$ cat src/rtl/spi_wel_pkg.sv
package spi_wel_pkg;
  localparam int unsigned BYTE_W = 8;

  localparam logic [BYTE_W-1:0] OP_ARM    = 8'h06;
  localparam logic [BYTE_W-1:0] OP_DISARM = 8'h04;
  localparam logic [BYTE_W-1:0] OP_STATUS = 8'h05;
  localparam logic [BYTE_W-1:0] OP_WRITE  = 8'h02;

  typedef enum logic [2:0] {
    PH_IDLE,
    PH_CMD,
    PH_ADDR,
    PH_DATA,
    PH_READ,
    PH_HOLD
  } phase_t;

  function automatic logic [BYTE_W-1:0] status_byte(input logic armed);
    status_byte = {{(BYTE_W-2){1'b0}}, armed, 1'b0};
  endfunction
endpackage

$ cat src/rtl/spi_wel_sync.sv
module spi_wel_sync #(
  parameter int unsigned STAGES = 2
) (
  input  logic clk,
  input  logic rst_n,
  input  logic spi_sclk,
  input  logic spi_cs_n,
  input  logic spi_mosi,
  output logic sclk_rise,
  output logic sclk_fall,
  output logic frame_on,
  output logic mosi_s
);
  logic [STAGES:0]   sclk_q, sclk_d;
  logic [STAGES-1:0] cs_q, cs_d;
  logic [STAGES-1:0] mosi_q, mosi_d;

  always_comb begin
    sclk_d = {sclk_q[STAGES-1:0], spi_sclk};
    cs_d   = {cs_q[STAGES-2:0], spi_cs_n};
    mosi_d = {mosi_q[STAGES-2:0], spi_mosi};
  end

  always_ff @(posedge clk or negedge rst_n) begin
    if (!rst_n) begin
      sclk_q <= '0;
      cs_q   <= '1;
      mosi_q <= '0;
    end else begin
      sclk_q <= sclk_d;
      cs_q   <= cs_d;
      mosi_q <= mosi_d;
    end
  end

  assign frame_on  = ~cs_q[STAGES-1];
  assign sclk_rise = frame_on &  sclk_q[STAGES-1] & ~sclk_q[STAGES];
  assign sclk_fall = frame_on & ~sclk_q[STAGES-1] &  sclk_q[STAGES];
  assign mosi_s    = mosi_q[STAGES-1];
endmodule

$ cat src/rtl/spi_wel_shift.sv
module spi_wel_shift #(
  parameter int unsigned W = 8
) (
  input  logic         clk,
  input  logic         rst_n,
  input  logic         frame_on,
  input  logic         sclk_rise,
  input  logic         mosi_s,
  output logic         byte_done,
  output logic [W-1:0] rx_byte
);
  localparam int unsigned CW = $clog2(W);

  logic [CW-1:0] cnt_q, cnt_d;
  logic [W-2:0]  sr_q, sr_d;
  logic          en;

  assign byte_done = sclk_rise & (cnt_q == CW'(W-1));
  assign rx_byte   = {sr_q, mosi_s};
  assign en        = sclk_rise | ~frame_on;

  always_comb begin
    cnt_d = cnt_q;
    sr_d  = sr_q;
    if (!frame_on) begin
      cnt_d = '0;
      sr_d  = '0;
    end else if (sclk_rise) begin
      cnt_d = byte_done ? '0 : cnt_q + CW'(1);
      sr_d  = {sr_q[W-3:0], mosi_s};
    end
  end

  always_ff @(posedge clk or negedge rst_n) begin
    if (!rst_n) begin
      cnt_q <= '0;
      sr_q  <= '0;
    end else if (en) begin
      cnt_q <= cnt_d;
      sr_q  <= sr_d;
    end
  end
endmodule

$ cat src/rtl/spi_wel_tx.sv
module spi_wel_tx #(
  parameter int unsigned W = 8
) (
  input  logic         clk,
  input  logic         rst_n,
  input  logic         load,
  input  logic [W-1:0] load_val,
  input  logic         shift_en,
  input  logic         sclk_fall,
  output logic         miso_bit
);
  logic [W-1:0] sr_q, sr_d;
  logic         bit_q, bit_d;
  logic         en;

  assign en = load | (shift_en & sclk_fall);

  always_comb begin
    sr_d  = sr_q;
    bit_d = bit_q;
    if (load) begin
      sr_d = load_val;
    end else if (shift_en && sclk_fall) begin
      bit_d = sr_q[W-1];
      sr_d  = {sr_q[W-2:0], 1'b0};
    end
  end

  always_ff @(posedge clk or negedge rst_n) begin
    if (!rst_n) begin
      sr_q  <= '0;
      bit_q <= 1'b0;
    end else if (en) begin
      sr_q  <= sr_d;
      bit_q <= bit_d;
    end
  end

  assign miso_bit = bit_q;
endmodule

$ cat src/rtl/spi_wel_ctrl.sv
module spi_wel_ctrl
  import spi_wel_pkg::*;
#(
  parameter logic [7:0] REG_ADDR  = 8'h10,
  parameter logic [7:0] RESET_VAL = 8'h00
) (
  input  logic       clk,
  input  logic       rst_n,
  input  logic       frame_on,
  input  logic       byte_done,
  input  logic [7:0] rx_byte,
  output phase_t     phase,
  output logic       armed,
  output logic [7:0] reg_q,
  output logic       tx_load,
  output logic [7:0] tx_val
);
  phase_t     ph_q, ph_d;
  logic       arm_q, arm_d;
  logic [7:0] reg_d, reg_r;
  logic [7:0] addr_q, addr_d;

  always_comb begin
    ph_d    = ph_q;
    arm_d   = arm_q;
    reg_d   = reg_r;
    addr_d  = addr_q;
    tx_load = 1'b0;
    if (!frame_on) begin
      ph_d = PH_IDLE;
    end else begin
      case (ph_q)
        PH_IDLE: ph_d = PH_CMD;
        PH_CMD: if (byte_done) begin
          case (rx_byte)
            OP_ARM:    begin arm_d = 1'b1; ph_d = PH_HOLD; end
            OP_DISARM: begin arm_d = 1'b0; ph_d = PH_HOLD; end
            OP_STATUS: begin tx_load = 1'b1; ph_d = PH_READ; end
            OP_WRITE:  ph_d = arm_q ? PH_ADDR : PH_HOLD;
            default:   ph_d = PH_HOLD;
          endcase
        end
        PH_ADDR: if (byte_done) begin
          addr_d = rx_byte;
          ph_d   = PH_DATA;
        end
        PH_DATA: if (byte_done) begin
          if (addr_q == REG_ADDR) reg_d = rx_byte;
          arm_d = 1'b0;
          ph_d  = PH_HOLD;
        end
        PH_READ: if (byte_done) tx_load = 1'b1;
        default: ph_d = PH_HOLD;
      endcase
    end
  end

  always_ff @(posedge clk or negedge rst_n) begin
    if (!rst_n) begin
      ph_q   <= PH_IDLE;
      arm_q  <= 1'b0;
      reg_r  <= RESET_VAL;
      addr_q <= '0;
    end else begin
      ph_q   <= ph_d;
      arm_q  <= arm_d;
      reg_r  <= reg_d;
      addr_q <= addr_d;
    end
  end

  assign phase  = ph_q;
  assign armed  = arm_q;
  assign reg_q  = reg_r;
  assign tx_val = status_byte(arm_q);
endmodule

$ cat src/rtl/spi_wel_target.sv
module spi_wel_target
  import spi_wel_pkg::*;
#(
  parameter int unsigned SYNC_STAGES = 2,
  parameter logic [7:0]  REG_ADDR    = 8'h10,
  parameter logic [7:0]  RESET_VAL   = 8'h00
) (
  input  logic       clk,
  input  logic       rst_n,
  input  logic       spi_sclk,
  input  logic       spi_cs_n,
  input  logic       spi_mosi,
  output logic       spi_miso,
  output logic       spi_miso_oe,
  output logic [7:0] reg_value
);
  logic [1:0] rst_pipe_q;
  logic       rst_n_i;
  logic       sclk_rise, sclk_fall, frame_on, mosi_s;
  logic       byte_done, tx_load;
  logic [7:0] rx_byte, tx_val;
  phase_t     phase_q;
  logic       wel_q;

  always_ff @(posedge clk or negedge rst_n) begin
    if (!rst_n) rst_pipe_q <= 2'b00;
    else        rst_pipe_q <= {rst_pipe_q[0], 1'b1};
  end
  assign rst_n_i = rst_pipe_q[1];

  spi_wel_sync #(.STAGES(SYNC_STAGES)) u_sync (
    .clk(clk), .rst_n(rst_n_i), .spi_sclk(spi_sclk), .spi_cs_n(spi_cs_n),
    .spi_mosi(spi_mosi), .sclk_rise(sclk_rise), .sclk_fall(sclk_fall),
    .frame_on(frame_on), .mosi_s(mosi_s)
  );

  spi_wel_shift #(.W(BYTE_W)) u_shift (
    .clk(clk), .rst_n(rst_n_i), .frame_on(frame_on), .sclk_rise(sclk_rise),
    .mosi_s(mosi_s), .byte_done(byte_done), .rx_byte(rx_byte)
  );

  spi_wel_ctrl #(.REG_ADDR(REG_ADDR), .RESET_VAL(RESET_VAL)) u_ctrl (
    .clk(clk), .rst_n(rst_n_i), .frame_on(frame_on), .byte_done(byte_done),
    .rx_byte(rx_byte), .phase(phase_q), .armed(wel_q), .reg_q(reg_value),
    .tx_load(tx_load), .tx_val(tx_val)
  );

  spi_wel_tx #(.W(BYTE_W)) u_tx (
    .clk(clk), .rst_n(rst_n_i), .load(tx_load), .load_val(tx_val),
    .shift_en(phase_q == PH_READ), .sclk_fall(sclk_fall), .miso_bit(spi_miso)
  );

  assign spi_miso_oe = (phase_q == PH_READ) & ~spi_cs_n;
endmodule

$ cat config.mk
export PLATFORM = sky130hd
export DESIGN_NAME = spi_wel_target
export DESIGN_NICKNAME = d
export VERILOG_FILES = /design/src/rtl/spi_wel_pkg.sv /design/src/rtl/spi_wel_sync.sv /design/src/rtl/spi_wel_shift.sv /design/src/rtl/spi_wel_tx.sv /design/src/rtl/spi_wel_ctrl.sv /design/src/rtl/spi_wel_target.sv
export SDC_FILE = /design/constraint.sdc
export NUM_CORES = 1
export LEC_CHECK = 0
export BUFFER_PORTS_ARGS = -buffer_cell sky130_fd_sc_hd__buf_2
export CAP_MARGIN = 25
export CORE_ASPECT_RATIO = 1.2
export CORE_MARGIN = 2
export CORE_UTILIZATION = 55
export DETAILED_ROUTE_END_ITERATION = 16
export PLACE_DENSITY = 0.73
export SYNTH_ARGS = -nofsm -noshare
export SYNTH_HDL_FRONTEND = slang
export SYNTH_HIERARCHICAL = 1
export SYNTH_SLANG_ARGS = --single-unit
$ cat constraint.sdc
create_clock -name clk -period 1.6 [get_ports clk]
set_input_delay 0.08 -clock clk [delete_from_list [all_inputs] [get_ports clk]]
set_output_delay 0.08 -clock clk [all_outputs]
set_load 0.01 [all_outputs]
# After elaboration in Yosys (flattened, before gate mapping)
# Index checks and enable logic that the tools add are counted.
[word_totals] register_bits=48 output_inout_bits=10 elab_cells=79
[classes] addsub=1 eq_ne=17 muxes=23 n_bitwise=14 n_reduce_logical=12
[ops] cell="8-bit by 3-bit == test with 1-bit output, second input constant" count=3
[ops] cell="3-bit 2-to-1 mux" count=8
[ops] cell="8-bit 2-to-1 mux" count=2
[ops] cell="3-bit case mux with 5 select lines" count=1
[ops] cell="7-bit 2-to-1 mux" count=2
[ops] cell="3-bit inequality test, second input constant" count=4
[ops] cell="8-bit by 2-bit == test with 1-bit output, second input constant" count=1
[ops] cell="8-bit by 5-bit == test with 1-bit output, second input constant" count=1
[ops] cell="4-bit AND reduction" count=2
[ops] cell="1-bit bitwise AND" count=7
[ops] cell="3-bit by 2-bit == test with 1-bit output, second input constant" count=2
[ops] cell="3-bit == test, second input constant" count=2
[ops] cell="1-bit 2-to-1 mux" count=6
[ops] cell="2-bit inequality test, second input constant" count=3
[ops] cell="1-bit case mux with 2 select lines" count=3
[ops] cell="3-bit case mux with 2 select lines" count=1
[ops] cell="3-bit AND reduction" count=2
[ops] cell="2-bit nonzero test" count=3
[ops] cell="1-bit inverter" count=5
[ops] cell="5-bit AND reduction" count=1
[ops] cell="2-bit AND reduction" count=2
[ops] cell="3-bit by 1-bit adder with 3-bit output, second input constant" count=1
[ops] cell="3-bit by 1-bit == test with 1-bit output, second input constant" count=1
[ops] cell="3-bit zero test" count=1
[ops] cell="other kinds (2)" count=3

# Longest topological paths before layout
[depth] word_depth=9 mapped_depth=8 depth_no_buf=7

# By module
# The synthesis kept the hierarchy.
[modules_own_cells] module="spi_wel_ctrl" instances=1 cells_each=84 area_per_inst_um2=1056.0
[modules_own_cells] module="spi_wel_tx" instances=1 cells_each=48 area_per_inst_um2=538.0
[modules_own_cells] module="spi_wel_shift" instances=1 cells_each=38 area_per_inst_um2=478.0
[modules_own_cells] module="spi_wel_sync" instances=1 cells_each=10 area_per_inst_um2=196.4
[modules_own_cells] module="spi_wel_target" instances=1 cells_each=5 area_per_inst_um2=76.3

# Least setup slack after synthesis
# Ideal clock, no wire load.
[synth_timing] kind="reg-to-reg" startpoint="reg u_sync.cs_q[1]" endpoint="reg u_ctrl.reg_r[0], in the netlist u_ctrl/reg_q[0]" setup_ns=0.125 arrival_time_ns=2.235 setup_slack_ns=-0.759 stages_incl_launch_ff=8 synth_period_minus_slack_ns=2.359 path_cell_list="dfstp_2 > nor3b_1 > buf_6 > and2_1 > nand2_1 > nor3b_2 > nand4_2 > mux2_2"
[synth_between] elab_chain_cells=5
[synth_lines] element="from (decl)" line_no="spi_wel_sync.sv:15" rtl="logic [STAGES-1:0] cs_q, cs_d;"
[synth_lines] element="from (signal assigned)" line_no="spi_wel_sync.sv:31" rtl="cs_q <= cs_d;"
[synth_lines] element="1-bit inverter (no source line)"
[synth_lines] element="1-bit bitwise AND (2 in a row)" line_no="spi_wel_sync.sv:37" rtl="assign sclk_rise = frame_on & sclk_q[STAGES-1] & ~sclk_q[STAGES];"
[synth_lines] element="via sclk_rise" line_no="spi_wel_target.sv:19" rtl="logic sclk_rise, sclk_fall, frame_on, mosi_s;"
[synth_lines] element="1-bit bitwise AND" line_no="spi_wel_shift.sv:18" rtl="assign byte_done = sclk_rise & (cnt_q == CW'(W-1));"
[synth_lines] element="via byte_done" line_no="spi_wel_target.sv:20" rtl="logic byte_done, tx_load;"
[synth_lines] element="4-bit AND reduction (no source line)"
[synth_lines] element="to (signal assigned)" line_no="spi_wel_ctrl.sv:67" rtl="reg_r <= reg_d;"
[synth_lines] element="to (decl)" line_no="spi_wel_ctrl.sv:20" rtl="logic [7:0] reg_d, reg_r;"
# The timed path passes the listed nets, and every way through them passes these cells.
# A chain may end at the register's enable or synchronous reset.

# Worst setup path in the final report
[layout_timing] startpoint="reg u_shift.cnt_q[1]" endpoint="reg u_ctrl.addr_q[3]"
[layout_between] elab_chain_cells=3
[layout_lines] element="from (decl)" line_no="spi_wel_shift.sv:14" rtl="logic [CW-1:0] cnt_q, cnt_d;"
[layout_lines] element="from (signal assigned)" line_no="spi_wel_shift.sv:39" rtl="cnt_q <= cnt_d;"
[layout_lines] element="3-bit == test" line_no="spi_wel_shift.sv:18"
[layout_lines] element="1-bit bitwise AND" line_no="spi_wel_shift.sv:18"
[layout_lines] element="via byte_done" line_no="spi_wel_target.sv:20"
[layout_lines] element="3-bit AND reduction (no source line)"
[layout_lines] element="to (signal assigned)" line_no="spi_wel_ctrl.sv:68" rtl="addr_q <= addr_d;"
[layout_lines] element="to (decl)" line_no="spi_wel_ctrl.sv:21" rtl="logic [7:0] addr_q, addr_d;"
# The timed path passes the listed nets, and every way through them passes these cells.

==> results.txt <==
----------------------------------------------------
[Clocking]
  Clock H-tree levels ... 2
  Number of sinks driven by the clock tree ... 48
  Largest buffer count on any clock path ... 2
  CTS buffer count ... 5
  CTS tree ... built
  Clk Latency, worst-skew pair ... 0.30 ns
  Clock tree root buffer cell ... clkbuf_8
  Register clock-pin slew on the reported worst setup and hold paths ... 0.09 ns

[STA]
  Crit path time final ... 1.842 ns
  Worst clock skew ... 0.005188 ns
  Total count of max-transition violations in the final report ... 0
  Highest clock frequency the design can meet ... 542.9 MHz
  Part of the cycle the worst path needs ... 115.1%
  Crit path setup slack, layout ... -0.2420 ns
  Setup repair after global routing missed its margin ... true
  Number of failing setup endpoints in the final timing report ... 29
  Post-route worst hold slack ... 0.08527 ns
  Number of hold-slack violations in the final timing report ... 0

[Yosys]
  Async SR Flop Fraction ... 100.0%
  Number of flip-flops and latches in the synthesized netlist ... 48
  Predominant post-synthesis flop cell ... dfrtp_1
  Average cell area after synthesis ... 12.67 um^2
  EDFF count, synth ... 0
  Mapped Cells ... 185
  Total standard cell area after synthesis ... 0.002345 mm^2
  Sequential area share after synthesis ... 51.33%
  Synth warnings ... 6
  Count of unique library cells instantiated by Yosys ... 44

[GRT]
  Number of antenna violations at the first check in global routing ... 0
  Maximum number of pins on one net before global-route repair ... 28
  Total overflow reported by the global router ... 0
  Vias in the first global route ... between 1500 and 2000
  Global router's overall resource usage ... 21.03%
  Wire length of the first global-routing pass ... 7590 um

[Place]
  Detail Placement HPWL ... 3043 um
  Setup slack at placement ... -0.3961 ns
  Last weighted congestion value of the routability-driven placer ... 0.8595
  Cell count after placement ... 271
  Number of port buffers ... 14

[Critical path]
  WP data arrival ... 2.03 ns
  FF-to-FF Start ... u_shift/cnt_q[1]
  Sort of element at the start of the critical path ... flop
  Largest fanout of any net on the critical path ... 8
  Worst endpoint required time ... 1.79 ns
  Crit path kind ... flop to flop
  CP endpoint kind ... flop
  Reg2reg setup slack ... -0.24 ns
  Length in cells of the worst reg-to-reg path ... 8
  Reg-to-reg endpoint ... u_ctrl/addr_q[3]

[Outcome]
  Violated checks ... setup timing
  Status ... complete, but fails checks

[Floorplanning]
  Die Area ... 0.004804 mm^2
  Vert. Die Dim ... 75.53 um
  Initial standard-cell utilization of the core ... 56.31%
  Number of cell rows ... 26
  Die width ... 63.61 um
  Number of primary I/O pins ... 15
  Area inside the core boundary ... 0.004164 mm^2

[Final layout]
  Post-layout instance count excluding filler cells ... 292
  Most frequent cells in the layout ... 45 x dfrtp_1, 25 x buf_4, 15 x buf_2
  Number of fill cells ... 301
  Share of post-route cells with drive strength above 1 ... 48.73%
  Syn-to-layout area delta ... 28.12%
  Ant. Diodes ... 0
  Most common cell after layout, fill and taps aside ... dfrtp_1
  Final nets ... 243

[Drt]
  DRT Pass-1 Iters ... 4
  Antenna-violating nets left ... 0
  Number of remaining DRC errors ... 0
  First-iteration detailed-routing DRC count ... 71
  Routed WL per cell ... 16.59 um
  Vias per std cell ... between 5 and 6
  Vias after detailed routing ... 1581
  WL final ... 4845 um

[Job]
  Max-cap violations ... 0

[Min path]
  Path type of the worst min-delay path ... input pin to async pin

[Power and ir drop]
  Largest vdd supply drop ... 0.0006662 V
  Static Leak ... 1.319 nW
  Pwr per Cell Area ... 677.5 mW/mm^2

----------------------------------------------------
-- worst max-delay path: stages, from the launching register on --
cell and delay [ns]:
dfrtp_1 0.40, ha_4 0.16, ha_4 0.13, and2_4 0.15, nand2_4 0.07, buf_12 0.13
nor4_4 0.17, buf_6 0.20, mux2_4 0.31
-- cells in the mapped netlist, types with 2 or more instances --
cell type | n | area [um^2]
mux2_2 | 16 | 180.2
nor4b_1 | 2 | 17.52
dfrtp_1 | 46 | 1151
nor4_1 | 2 | 12.51
nor3b_1 | 5 | 37.54
nand4b_1 | 8 | 70.07
buf_2 | 2 | 10.01
nand3b_1 | 5 | 37.54
dfstp_2 | 2 | 52.55
o21ai_0 | 2 | 10.01
nor4b_2 | 2 | 30.03
nor3b_2 | 2 | 25.02
nor3_1 | 3 | 15.01
buf_6 | 3 | 33.78
o211ai_2 | 6 | 75.07
nor2_1 | 2 | 7.510
inv_1 | 2 | 7.510
a21oi_1 | 2 | 10.01
mux2i_1 | 9 | 90.09
nand2_1 | 14 | 52.55
buf_4 | 10 | 75.07
nor2b_1 | 9 | 56.30
conb_1 | 2 | 7.510
nand2b_1 | 7 | 43.79
nor4_4 | 2 | 42.54
ha_1 | 2 | 25.02
-- metrics by stage --
stage | setup TNS, ns | total power, mW | area, um^2 | utilization, %
CTS | -5.423 | 2.051 | 2836 | 68.12
global placement | -4.776 | 1.354 | 2628 | 63.10
floorplan | -8.018 | 1.330 | 2407 | -
detailed placement | -6.812 | 1.359 | 2628 | 63.10
finish | -5.578 | 2.035 | 3004 | 72.15
global route | -7.121 | 2.119 | 3004 | 72.15
-- routing by layer --
layer	vias to the layer above	global-route usage, %	share of wire (%)
li1	743	-	-
met2	23	36.02	53
met1	806	26.31	43
met3	9	4.579	2.5
met5	-	0	0
met4	0	8.696	1.8
-- cell type report --
type	instances	area, um^2	area share (%)
Timing Repair Buffer	55	444.2	14.79
Clock inverter	2	12.51	0.4165
Inverter	3	11.26	0.3748
Multi-Input combinational cell	123	1192	39.69
Clock buffer	5	68.82	2.291
Tap cell	56	70.07	2.332
Sequential cell	48	1205	40.11
-- sequential cells by signal, summed over array words and instances (netlist names) --
signal and cells:
u_tx/sr_q 8, u_sync/sclk_q 3, u_ctrl/armed 1, u_tx/miso_bit 1, rst_pipe_q 2, u_shift/cnt_q 3, u_shift/sr_q 7, u_ctrl/reg_q 8
u_sync/cs_q 2, u_sync/mosi_q 2, u_ctrl/addr_q 8, u_ctrl/phase 3
-- cell families after synthesis --
logic type / share of synthesized area [%]
AND/OR/NAND/NOR: 21.99
flip-flops: 51.33
multiplexers: 12.01
buffers and inverters: 6.296
AO/OA/AOI/OAI: 6.991
adder cells (fa/ha/maj): 1.067
other: 0.3203
-- worst max-delay path by stage --
| stage | cells after the start | slack (ns) | from | to |
|---|---|---|---|---|
| after CTS | 7 | -0.28 | u_shift/cnt_q[1] | u_ctrl/reg_q[0] |
| after global placement | 7 | -0.28 | u_shift/cnt_q[0] | u_tx/miso_bit |
| after floorplan | 7 | -0.36 | u_sync/sclk_q[2] | u_ctrl/reg_q[0] |
| after detailed placement | 8 | -0.40 | u_shift/cnt_q[1] | u_tx/sr_q[4] |
| final | 8 | -0.24 | u_shift/cnt_q[1] | u_ctrl/addr_q[3] |
| after global routing | 7 | -0.29 | u_shift/cnt_q[0] | u_ctrl/reg_q[0] |
-- power breakdown --
part	internal (mW)	switching, mW	leakage (nW)
sequential	1.23	0.0202	0.597
clock	0.296	0.391	0.0400
combinational	0.0489	0.0492	0.682
total	1.57	0.461	1.32
-- what timing repair did --
| action | 4_1_cts | 5_1_grt |
|---|---|---|
| hold buffers | 4 | 0 |
| pin swaps | 8 | 12 |
| gates resized for setup | 22 | 19 |
| endpoints found under the hold margin | 5 | 0 |
| gates cloned | 0 | 3 |
| setup buffers | 1 | 6 |
| endpoints found under the setup margin | 29 | 29 |
Power figures use the tool's default switching activity.
